==> config.mk <==
export PLATFORM = sky130hd
export DESIGN_NAME = pdiv_clkgen
export DESIGN_NICKNAME = d
export VERILOG_FILES = /design/src/rtl/pdiv_pkg.sv /design/src/rtl/pdiv_ctrl_reg.sv /design/src/rtl/pdiv_apply.sv /design/src/rtl/pdiv_counter.sv /design/src/rtl/pdiv_clkgen.sv
export SDC_FILE = /design/constraint.sdc
export NUM_CORES = 1
export LEC_CHECK = 0
export BUFFER_PORTS_ARGS = -buffer_cell sky130_fd_sc_hd__buf_2
export CELL_PAD_IN_SITES_DETAIL_PLACEMENT = 2
export CELL_PAD_IN_SITES_GLOBAL_PLACEMENT = 2
export CORE_MARGIN = 5
export CORE_UTILIZATION = 28
export DETAILED_ROUTE_END_ITERATION = 10
export PLACE_DENSITY = 0.84
export SYNTH_ARGS = -nofsm -noshare
export SYNTH_HDL_FRONTEND = slang
export SYNTH_HIERARCHICAL = 1
export SYNTH_SLANG_ARGS = --single-unit
==> constraint.sdc <==
create_clock -name clk -period 2 [get_ports clk]
set_input_delay 0 -clock clk [delete_from_list [all_inputs] [get_ports clk]]
set_output_delay 0 -clock clk [all_outputs]
set_load 0.05 [all_outputs]
==> src/rtl/pdiv_pkg.sv <==
// Shared constants for the clock-enable generator: control word layout
// and reset value. Field positions are fixed because software decodes them.
package pdiv_pkg;
    localparam int          DATA_W    = 32;
    localparam int          SEL_LSB   = 14;
    localparam int          APPLY_BIT = 13;
    localparam int          EN_BIT    = 12;
    localparam logic [31:0] CTRL_RST  = 32'h0000_38DD;
endpackage

==> src/rtl/pdiv_ctrl_reg.sv <==
// Control word storage with single-address decode.
// Assumes one-cycle write strobes; read data is combinational.
module pdiv_ctrl_reg
    import pdiv_pkg::*;
#(
    parameter int                ADDR_W     = 8,
    parameter logic [ADDR_W-1:0] REG_OFFSET = 'h34
) (
    input  logic              clk,
    input  logic              rst_n,
    input  logic [ADDR_W-1:0] bus_addr,
    input  logic              bus_wr,
    input  logic [DATA_W-1:0] bus_wdata,
    input  logic              bus_rd,
    output logic [DATA_W-1:0] ctrl_q,
    output logic              wr_hit,
    output logic [DATA_W-1:0] bus_rdata
);
    logic addr_hit;

    // Address compare shared by read and write paths.
    assign addr_hit = (bus_addr == REG_OFFSET);
    assign wr_hit   = bus_wr && addr_hit;

    // Store the whole word on a decoded write.
    always_ff @(posedge clk) begin
        if (!rst_n)
            ctrl_q <= CTRL_RST;
        else if (wr_hit)
            ctrl_q <= bus_wdata;
    end

    // Same-cycle readback; zero when not addressed.
    always_comb begin
        if (bus_rd && addr_hit)
            bus_rdata = ctrl_q;
        else
            bus_rdata = '0;
    end
endmodule

==> src/rtl/pdiv_apply.sv <==
// Apply-edge detector and working-ratio latch.
// A write that turns the stored apply bit from 0 to 1 loads the ratio
// and requests a counter restart in the same edge.
module pdiv_apply #(
    parameter int SEL_W = 3
) (
    input  logic             clk,
    input  logic             rst_n,
    input  logic             wr_hit,
    input  logic             apply_cur,
    input  logic             apply_wr,
    input  logic [SEL_W-1:0] sel_wr,
    output logic [SEL_W-1:0] ratio_q,
    output logic             restart_o
);
    // Rising write of the apply bit, judged against the stored value.
    assign restart_o = wr_hit && apply_wr && !apply_cur;

    // Working ratio, changed only by an apply edge.
    always_ff @(posedge clk) begin
        if (!rst_n)
            ratio_q <= '0;
        else if (restart_o)
            ratio_q <= sel_wr;
    end
endmodule

==> src/rtl/pdiv_counter.sv <==
// Divide counter and output gating. The counter wraps at 2^ratio-1 and
// is held at zero while disabled or restarted. Assumes ratio changes
// only together with a restart.
module pdiv_counter #(
    parameter int SEL_W = 3
) (
    input  logic             clk,
    input  logic             rst_n,
    input  logic             en_i,
    input  logic             restart_i,
    input  logic [SEL_W-1:0] ratio_i,
    output logic             pclk_en
);
    localparam int CNT_W = (1 << SEL_W) - 1;

    logic [CNT_W-1:0] cnt_q;
    logic [CNT_W-1:0] term_mask;
    logic             at_term;

    // Terminal value has its low 'ratio' bits set, one comparator per bit.
    for (genvar b = 0; b < CNT_W; b++) begin : g_mask
        assign term_mask[b] = (ratio_i > SEL_W'(b));
    end

    assign at_term = (cnt_q == term_mask);

    // Count cycles within one divided period.
    always_ff @(posedge clk) begin
        if (!rst_n)
            cnt_q <= '0;
        else if (!en_i || restart_i || at_term)
            cnt_q <= '0;
        else
            cnt_q <= cnt_q + CNT_W'(1);
    end

    // Gated one-cycle strobe at the end of each period.
    assign pclk_en = en_i && at_term;
endmodule

==> src/rtl/pdiv_clkgen.sv <==
// Top: power-of-two peripheral clock-enable generator.
// Connects the control word, the apply latch and the divide counter.
module pdiv_clkgen
    import pdiv_pkg::*;
#(
    parameter int                ADDR_W     = 8,
    parameter logic [ADDR_W-1:0] REG_OFFSET = 'h34,
    parameter int                SEL_W      = 3
) (
    input  logic              clk,
    input  logic              rst_n,
    input  logic [ADDR_W-1:0] bus_addr,
    input  logic              bus_wr,
    input  logic [DATA_W-1:0] bus_wdata,
    input  logic              bus_rd,
    output logic [DATA_W-1:0] bus_rdata,
    output logic              pclk_en
);
    logic [DATA_W-1:0] ctrl_q;
    logic              wr_hit;
    logic [SEL_W-1:0]  ratio_q;
    logic              restart;

    pdiv_ctrl_reg #(.ADDR_W(ADDR_W), .REG_OFFSET(REG_OFFSET)) u_reg (
        .clk       (clk),
        .rst_n     (rst_n),
        .bus_addr  (bus_addr),
        .bus_wr    (bus_wr),
        .bus_wdata (bus_wdata),
        .bus_rd    (bus_rd),
        .ctrl_q    (ctrl_q),
        .wr_hit    (wr_hit),
        .bus_rdata (bus_rdata)
    );

    pdiv_apply #(.SEL_W(SEL_W)) u_apply (
        .clk       (clk),
        .rst_n     (rst_n),
        .wr_hit    (wr_hit),
        .apply_cur (ctrl_q[APPLY_BIT]),
        .apply_wr  (bus_wdata[APPLY_BIT]),
        .sel_wr    (bus_wdata[SEL_LSB +: SEL_W]),
        .ratio_q   (ratio_q),
        .restart_o (restart)
    );

    pdiv_counter #(.SEL_W(SEL_W)) u_cnt (
        .clk       (clk),
        .rst_n     (rst_n),
        .en_i      (ctrl_q[EN_BIT]),
        .restart_i (restart),
        .ratio_i   (ratio_q),
        .pclk_en   (pclk_en)
    );
endmodule

Word level (Yosys, flattened, before mapping). Index checks and enable logic that the tools add are counted.

Word-level logic and storage cells: 25. Flip-flop bits (word level): 42. Input bits: 44.

Bitwise operators: 1. Muxes and demuxes: 1. Reductions and logical operators: 10. Magnitude comparators: 7. $add $sub $neg: 1. Equality and inequality tests: 2.

Operators by type and width (count): $mux 32 (1); $gt 3x3->1 const B (3); $eq 8x6->1 const B (1); $add 7x1->7 const B (1); $eq 7x7->1 (1); $gt 3x1->1 const B (2); $gt 3x2->1 const B (2); $logic_and 1x1->1 (5); $logic_not 1->1 (2); $logic_or 1x1->1 (2); $reduce_or 2->1 (1); $not 1->1 (1).

Logic depth before layout (Yosys ltp). Gate-level depths: netlist of run 1.

Word-level depth: 7. Gate-level depth with buffers: 7.

Modules after synthesis. Netlist of run 1, hierarchy kept.

By module, submodules not included: pdiv_ctrl_reg (times used 1, cells each 179, area an instance 1576.5 sq um); pdiv_counter (times used 1, cells each 57, area an instance 491.7 sq um); pdiv_apply (times used 1, cells each 14, area an instance 132.6 sq um).

Least setup slack after synthesis of run 1. Ideal clock, no wire load.

Kind: input -> register. Start point: in bus_addr[7]. End point: reg u_cnt.cnt_q[0]. Required time: 1.862 ns. Setup time: 0.138 ns. Stages on the path: 7. Slack: 0.223 ns. Arrival: 1.639 ns. Cell sequence: or4b_4 -> nor3_4 -> buf_6 -> and3b_1 -> buf_6 -> nand3b_1 -> a211oi_1.

Longest elaborated chain between the ends: 7.

Ends and longest elaborated chain: start: declaration (line pdiv_clkgen.sv:12) `input logic [ADDR_W-1:0] bus_addr,`; $eq 8x6->1 (line pdiv_ctrl_reg.sv:22) `assign addr_hit = (bus_addr == REG_OFFSET);`; $logic_and 1x1->1 (line pdiv_ctrl_reg.sv:23) `assign wr_hit = bus_wr && addr_hit;`; net wr_hit (line pdiv_clkgen.sv:20) `logic wr_hit;`; $logic_and 1x1->1 (2 in series) (line pdiv_apply.sv:17) `assign restart_o = wr_hit && apply_wr && !apply_cur;`; net restart (line pdiv_clkgen.sv:22) `logic restart;`; $logic_or 1x1->1 (2 in series) (line pdiv_counter.sv:31) `else if (!en_i || restart_i || at_term)`; $reduce_or 2->1 (no source line); end signal: assignment (line pdiv_counter.sv:34) `cnt_q <= cnt_q + CNT_W'(1);`; end: declaration (line pdiv_counter.sv:16) `logic [CNT_W-1:0] cnt_q;`.

The timed path passes the listed nets, and every way through them passes these cells. A chain may end at the register's enable or synchronous reset.

Worst setup path after layout of run 1.
Start point: reg u_apply.ratio_q[1]. End point: out pclk_en.

Longest elaborated chain between the ends: 3.

Ends and longest elaborated chain: start: declaration (line pdiv_apply.sv:13) `output logic [SEL_W-1:0] ratio_q,`; start signal: assignment (line pdiv_apply.sv:24) `ratio_q <= sel_wr;`; $gt 3x1->1 (tied with other cells) (line pdiv_counter.sv:22) `assign term_mask[b] = (ratio_i > SEL_W'(b));`; $eq 7x7->1 * (line pdiv_counter.sv:25) `assign at_term = (cnt_q == term_mask);`; $logic_and 1x1->1 * (line pdiv_counter.sv:38) `assign pclk_en = en_i && at_term;`; end: declaration (line pdiv_clkgen.sv:17) `output logic pclk_en`.

Every way passes the cells marked *; elsewhere a longest branch is shown, timed or not.

==> results.ini, run 1 <==
[worst_setup_path]
path_cells = or2_4 > or4_4 > nand3_4 > and3_1 > clkbuf_4
crit_arrival_ns = 1.88
slowest_delay_ns = 0.43
crit_path_end_kind = output port
slowest_stage = or4_4
cp_max_fo = 10
r2r_cells = 5
crit_type = register to output port
crit_path_start_kind = register
worstPathRequired_ns = 2.00

[power_and_ir_drop]
power_density_nw_per_um2 = 543
p_switching_uw = 376
p_sw_share_pct = 22.5
power_frac_seq_pct = 49.9
peakVddDrop_mv = 0.203
clkPwrFrac_pct = 40.9
power.leakage_nw = 1.29
p_int_mw = 1.30
comb_power_share_pct = 9.1

[clocking]
clk_latency_ns = 0.30
clkSinkCount = 42
clockRootBuffer = clkbuf_8
cts.htree.levels = 2
cts.path.max_buffers = 2
cts_made_buffers = 5
post-cts-setup-buffer-count = 0
cts_tree = built
clk_pin_slew_ns = 0.08

[synth]
ys_seq_area_share_pct = 38.2
synthCells = 250
synth_area_um2 = 2200
synth_nets = 295
ys_async_sr_fraction_pct = 0
synth.distinct_cells = 34
yosys_warnings = 6
synthFlopType = dfxtp_1
avgSynthCellArea_um2 = 8.80
synth_edf_count = 0
yosys_register_bits = 42

[final_layout]
final_cell_mix = buf_2, nand2_1, dfxtp_1
fillers = 882
mostFrequentLayoutCell = buf_2
antenna-diode-count = 0
drive_gt1_share_pct = 28.5
nNetsFinal = 398
areaGrowthSynthToFinish_pct = 40.1

[hold_path]
min_path_cells = 3
min_path_type = input port to register

[floorplanning]
core-area_um2 = 7690
die_x_um = 98.7
io_pins = 77
initial_utilization_pct = 28.6
dieArea_um2 = 9730
die_h_um = 98.7
rows = 32

[run]
drv_cap = 0

[routing]
drt_wl_total_mm = 6.94
firstDrtPassIters = 4
viasPerCell = 4.61
detail-route-antenna-nets = 0
drt_iter0_markers = 30
routedWlPerCell_um = 15.2
drc_errors = 0
vias = 2100

[run_status]
status = finished, final reports clean

[sta]
slew_headroom_pct = 63.5
worst_pin_slew_ns = 0.547
finalCritPeriodShare_pct = 93.9
fin_setup_tns_ns = 0
fin_worst_skew_ns = 0.00907
fin_crit_ns = 1.88
worst_hold_slack_ns = 0.00763
fmax_mhz = 533
fin_ws_ns = 0.123
rsz0062_at_grt = false
slew_violations = 0
finalHoldViolCount = 0
finalSetupViolCount = 0

[global_routing]
antenna_found_initial = 0
grt_pass1_wl_mm = 11.8
grt_overflow = 0
grt_usage_pct = 14.9
grt_max_degree = 33
grt_pass1_vias = 2373

[placement]
io_buffers = 76
dp_hpwl_mm = 4.66
place_worst_setup_slack_ns = 0.201
gp_congestion = 0.763

[sequential cells by signal, indices dropped and copies added (netlist names)]
| signal | cells |
|---|---|
| u_reg/ctrl_q | 32 |
| u_cnt/cnt_q | 7 |
| u_apply/ratio_q | 3 |
[per-layer routing]
layer / global-route usage, % / share of wire [%] / vias to the layer above
li1: - / - / 1026
met1: 17.1 / 41 / 1019
met2: 27.4 / 52 / 50
met3: 4.53 / 5.9 / 5
met4: 2.52 / 0.62 / 0
met5: 0 / 0 / -
[timing repair]
action,4_1_cts,5_1_grt
setup endpoints to repair,0,1
resized for setup,0,3
hold endpoints to repair,34,0
hold buffers,31,0
[cell usage after synthesis (2+ instances only)]
library cell | instances | share of area [%]
nor2b_1 | 19 | 5.4
xnor2_1 | 3 | 1.2
inv_1 | 2 | 0.34
buf_6 | 5 | 2.6
mux2i_1 | 35 | 16
clkbuf_1 | 11 | 1.9
dfxtp_1 | 42 | 38
nand3_1 | 4 | 0.91
a211oi_1 | 7 | 2.4
and3b_1 | 2 | 0.80
xor2_1 | 3 | 1.2
inv_2 | 2 | 0.34
nand2_1 | 55 | 9.4
and3_1 | 2 | 0.57
nor2_1 | 6 | 1.0
and2_1 | 33 | 9.4
o211ai_1 | 2 | 0.68
[logic make-up (layout without fill, tap and decap cells)]
logic type / Yosys count / count (layout) / share of synthesized area (%)
AND/OR/NAND/NOR: 131 / 131 / 32.3
flip-flops: 42 / 42 / 38.2
multiplexers: 35 / 35 / 15.9
buffers and inverters: 21 / 125 / 5.34
AO/OA/AOI/OAI: 14 / 14 / 5.23
XOR/XNOR: 6 / 6 / 2.39
adder cells (fa/ha/maj): 1 / 1 / 0.568
[worst max-delay path, delay by kind of cell, from the launching register on]
kind / cells / cell delay (ns)
buf+inv: 1 / 0.22
flops: 1 / 0.37
simple gates: 4 / 0.99
[power groups by stage]
stage	Clock, mW	Combinational (mW)	Sequential, mW
after floorplan	0	0.0458	0.856
after global placement	0	0.102	0.856
final	0.686	0.153	0.836
after global routing	0.751	0.170	0.837
after CTS	0.712	0.152	0.837
after detailed placement	0	0.105	0.856
[final cells by class]
class / count / area (um2) / share of cell area [%]
clock buffer: 6 / 72.6 / 2.35
clock inverter: 2 / 37.5 / 1.22
inverter: 4 / 15.0 / 0.487
multi-input combinational: 187 / 1250 / 40.5
sequential: 42 / 843 / 27.4
tap: 102 / 128 / 4.14
timing repair buffer: 113 / 738 / 23.9
[path summary, 6_finish.rpt]
path                      startpoint          endpoint  slack [ns]
setup / recovery  u_apply/ratio_q[1]           pclk_en        0.12
hold reg to reg     u_reg/ctrl_q[22]  u_reg/ctrl_q[22]        0.46
hold / removal         bus_wdata[12]  u_reg/ctrl_q[12]       0.008
setup reg to reg  u_apply/ratio_q[1]    u_cnt/cnt_q[1]        0.49
[metrics by stage]
stage | total power, mW | cells | cell area [um2] | util (%)
floorplan | 0.902 | 250 | 2200 | -
global placement | 0.958 | 417 | 2660 | 34.6
detailed placement | 0.962 | 417 | 2660 | 34.6
CTS | 1.70 | 456 | 3080 | 40.0
global route | 1.76 | 456 | 3080 | 40.1
finish | 1.68 | 456 | 3080 | 40.1
Note: power is estimated with default switching activity, not from simulation.
==> run 2, diff against run 1 <==
SETUP_SLACK_MARGIN = 0.15   (was default)
==> results.ini, run 2 (same netlist as run 1, synthesis figures left out) <==
[run_status]
status = finished, final reports clean

[global_routing]
grt_usage_pct = 14.9
grt-busiest-layer = met2
grt_overflow = 0
grt_max_degree = 33
use_met2_pct = 27.3
met1_usage_pct = 17.2
antenna_found_initial = 0
use_met3_pct = 4.53
grt_pass1_vias = 2366
grt_pass1_wl_mm = 11.8

[clocking]
cts.htree.levels = 2
cts_tree = built
cts_made_buffers = 5
clk_pin_slew_ns = 0.08
clockRootBuffer = clkbuf_8
clk_latency_ns = 0.30
cts.path.max_buffers = 2
clkSinkCount = 42

[floorplanning]
core-area_um2 = 7690
dieArea_um2 = 9730
die_x_um = 98.7
die_h_um = 98.7
rows = 32
initial_utilization_pct = 28.6
io_pins = 77

[placement]
dp_hpwl_mm = 4.66
place_worst_setup_slack_ns = 0.201
gp_congestion = 0.763
io_buffers = 76

[routing]
drt_wl_total_mm = 6.99
firstDrtPassIters = 4
routedWlPerCell_um = 15.3
drt_iter0_markers = 35
drc_errors = 0
viasPerCell = 4.60
detail-route-antenna-nets = 0
vias = 2103

[final_layout]
largest_reg_flops = 32
nNetsFinal = 399
areaGrowthSynthToFinish_pct = 40.7
antenna-diode-count = 0
reg_top3 = u_reg/ctrl_q (32), u_cnt/cnt_q (7), u_apply/ratio_q (3)
drive_gt1_share_pct = 28.7
largest-register = u_reg/ctrl_q
mostFrequentLayoutCell = buf_2
final_cell_mix = buf_2, nand2_1, dfxtp_1
fillers = 879

[sta]
slew_violations = 0
fin_ws_ns = 0.227
fin_setup_tns_ns = 0
worst_pin_slew_ns = 0.541
slew_headroom_pct = 63.9
finalSetupViolCount = 0
fin_worst_skew_ns = 0.00931
worst_hold_slack_ns = 0.00509
fin_crit_ns = 1.77
fmax_mhz = 564
finalCritPeriodShare_pct = 88.7
finalHoldViolCount = 0
rsz0062_at_grt = true

[power_and_ir_drop]
power_density_nw_per_um2 = 541
power.leakage_nw = 1.30
peakVddDrop_mv = 0.198
p_total_mw = 1.67

[worst_setup_path]
crit_path_end_kind = output port
slowest_delay_ns = 0.43
path_cells = or2_4 > or4_4 > nand3_4 > and3_1 > buf_6
worstPathRequired_ns = 2.00
slowest_stage = or4_4
crit_arrival_ns = 1.77
crit_path_start_kind = register
crit_type = register to output port
r2r_slack_ns = 0.49
cp_max_fo = 10

[hold_path]
min_path_type = input port to register

[run]
drv_cap = 0

-- run 2: changes by cell type in the layout (fill, tap and decap cells not counted) --
cell	previous run	this run
dfxtp_2	2	1
buf_6	0	1
buf_4	6	7
clkbuf_4	1	0
dfxtp_4	0	1
-- run 2: report_power, final --
group	internal [mW]	total, mW	switching, mW
clock	0.373	0.686	0.313
combinational	0.0900	0.153	0.0632
sequential	0.835	0.835	0.000411
-- run 2: layout make-up --
type / count / area (um2) / share of cell area (%)
Timing Repair Buffer: 114 / 749 / 24.2
Inverter: 4 / 15.0 / 0.485
Multi-Input combinational cell: 187 / 1250 / 40.3
Sequential cell: 42 / 846 / 27.3
Clock buffer: 6 / 72.6 / 2.34
Tap cell: 102 / 128 / 4.12
Clock inverter: 2 / 37.5 / 1.21
-- run 2: worst paths after layout --
check	end	start	cells past startpoint
min reg2reg	u_reg/ctrl_q[22]	u_reg/ctrl_q[22]	2
max	pclk_en	u_apply/ratio_q[1]	5
min	u_reg/ctrl_q[12]	bus_wdata[12]	3
max reg2reg	u_cnt/cnt_q[1]	u_apply/ratio_q[1]	5
-- run 2: metrics by stage --
step | cell area, um2 | util, % | cells
detailed placement | 2660 | 34.6 | 417
global route | 3100 | 40.3 | 457
CTS | 3090 | 40.2 | 456
global placement | 2660 | 34.6 | 417
floorplan | 2200 | - | 250
finish | 3100 | 40.3 | 457
-- run 2: worst max-delay path: cells and delay by family, from the launching register on --
family / cells / cell delay [ns]
AND/OR/NAND/NOR: 4 / 0.94
flip-flops: 1 / 0.38
buffers and inverters: 1 / 0.16
-- run 2: what timing repair did --
item / in CTS / in global routing
hold buffers: 31 / 0
endpoints found under the hold margin: 34 / 0
resized for setup: 4 / 1
buffers inserted: 0 / 1
setup endpoints to repair: 1 / 1
pin swaps: 0 / 0
-- run 2: per-layer routing --
metal	share of wire [%]	vias up
li1	-	1028
met1	42	1019
met2	52	52
met3	5.9	4
met4	0.57	0
met5	0	-
==> run 3, diff against run 2 <==
CORE_UTILIZATION = 30   (was 28)
GPL_ROUTABILITY_DRIVEN = 1   (was default)
HOLD_SLACK_MARGIN = 0.03   (was default)
PLACE_DENSITY = 0.89   (was 0.84)
clock period = 2.1 ns   (was 2 ns; I/O delays follow)
==> results.ini, run 3 (same netlist as run 1, synthesis figures left out) <==
[placement]
place_worst_setup_slack_ns = 0.338
gp_congestion = 0.738
io_buffers = 76
dp_hpwl_mm = 4.98

[worst_setup_path]
cp_max_fo = 10
timing.critical_path.buf_inv = 1
crit_type = register to output port
crit_path_end_kind = output port
slowest_stage = or4_4
r2r_cells = 5
r2r_slack_ns = 0.61
worstPathRequired_ns = 2.10
path_cells = or2_4 > or4_4 > nand3_4 > and3_1 > buf_4
r2r-start = u_apply/ratio_q[1]
slowest_delay_ns = 0.43
r2r_end = u_cnt/cnt_q[4]
crit_family = simple AND/OR/NAND/NOR gates
crit_path_start_kind = register
crit_arrival_ns = 1.87

[global_routing]
grt_usage_pct = 18.5
grt_overflow = 0
grt_pass1_vias = 2481
antenna_found_initial = 0
grt_max_degree = 39
grt_pass1_wl_mm = 12.8

[final_layout]
seq_area_um2 = 843
antenna-diode-count = 0
drive_gt1_share_pct = 28.7
mostFrequentLayoutCell = buf_2
largest-register = u_reg/ctrl_q
multi_input_area_um2 = 1240
nNetsFinal = 400
reg_top3 = u_reg/ctrl_q (32), u_cnt/cnt_q (7), u_apply/ratio_q (3)
largest_reg_flops = 32
final_cell_mix = buf_2, nand2_1, dfxtp_1
areaGrowthSynthToFinish_pct = 40.4
fillers = 823

[routing]
drt_iter0_markers = 52
detail-route-antenna-nets = 0
firstDrtPassIters = 3
vias = 2117
viasPerCell = 4.65
routedWlPerCell_um = 17.0
drc_errors = 0
drt_wl_total_mm = 7.76

[power_and_ir_drop]
power_density_nw_per_um2 = 525
power.leakage_nw = 1.29
peakVddDrop_mv = 0.229

[hold_path]
min_path_cells = 3
hold_end = u_reg/ctrl_q[9]
min_path_type = input port to register
hp-start = rst_n

[sta]
finalCritPeriodShare_pct = 89.3
slew_violations = 0
finalHoldViolCount = 0
worst_pin_slew_ns = 0.382
fin_crit_ns = 1.87
rsz0062_at_grt = false
slew_headroom_pct = 74.5
finalSetupViolCount = 0
fin_ws_ns = 0.225
fin_worst_skew_ns = 0.00422
fin_setup_tns_ns = 0
fmax_mhz = 533

[clocking]
clockRootBuffer = clkbuf_8
post-cts-setup-buffer-count = 0
cts_tree = built
cts.path.max_buffers = 2
clk_pin_slew_ns = 0.08
cts_made_buffers = 5
cts.htree.levels = 2
clk_latency_ns = 0.30
clkSinkCount = 42

[run]
drv_cap = 0

[floorplanning]
dieArea_um2 = 9150
die_x_um = 95.7
die_h_um = 95.7
rows = 31
core-area_um2 = 7210
io_pins = 77
initial_utilization_pct = 30.5

[run_status]
status = finished, final reports clean

[run 3: cell types whose count changed in the layout (fill, tap and decap cells not counted)]
cell	before	now
nor3_2	0	1
dfxtp_2	1	2
buf_4	7	8
nor3_4	2	1
dlygate4sd3_1	31	32
buf_6	1	0
dfxtp_4	1	0
[run 3: report_power, final]
part | leakage, nW | internal, mW | switching [mW]
Clock | 0.0514 | 0.356 | 0.321
Sequential | 0.340 | 0.796 | 0.000425
Combinational | 0.903 | 0.0859 | 0.0623
[run 3: layout make-up]
| type | count | share of cell area (%) |
|---|---|---|
| multi-input combinational | 187 | 40.2 |
| sequential | 42 | 27.3 |
| inverter | 4 | 0.486 |
| tap | 99 | 4.01 |
| clock inverter | 2 | 1.21 |
| clock buffer | 6 | 2.35 |
| timing repair buffer | 115 | 24.5 |
[run 3: worst max-delay path by stage]
stage / cells past startpoint / endpoint / from
2_1_floorplan: 7 / u_cnt/cnt_q[0] / bus_addr[7]
3_3_place_gp: 6 / u_cnt/cnt_q[5] / bus_addr[7]
3_5_place_dp: 6 / u_cnt/cnt_q[4] / bus_addr[7]
4_1_cts: 5 / pclk_en / u_apply/ratio_q[1]
5_1_grt: 5 / pclk_en / u_apply/ratio_q[1]
6_report: 5 / pclk_en / u_apply/ratio_q[1]
[run 3: worst reg2reg max path, stage by stage, from the launching register on]
cell      delay, ns
dfxtp_2        0.38
or2_4          0.27
a221oi_2       0.26
a211oi_2       0.08
buf_4          0.17
a211oi_1       0.25
[run 3: through the flow]
stage / hold slack [ns] / power [mW] / instances / utilization, % / area, um2
floorplan: 0.142 / 0.859 / 250 / - / 2200
global placement: 0.251 / 0.909 / 415 / 36.8 / 2660
detailed placement: 0.261 / 0.914 / 415 / 36.8 / 2660
CTS: 0.0354 / 1.63 / 455 / 42.8 / 3090
global route: 0.0633 / 1.69 / 455 / 42.8 / 3090
finish: 0.0389 / 1.62 / 455 / 42.8 / 3090
[run 3: routing by layer]
layer	GRT usage, %	vias up	wire length [um]
met3	3.87	12	347
met4	5.57	0	138
met1	20.3	1026	3060
met5	0	-	0
li1	-	1025	-
met2	35.1	54	4210
[run 3: repair_timing]
action                                  4_1_cts  5_1_grt
hold endpoints to repair                     35        0
hold buffers                                 32        0
endpoints found under the setup margin        1        1
gates resized for setup                       1        2
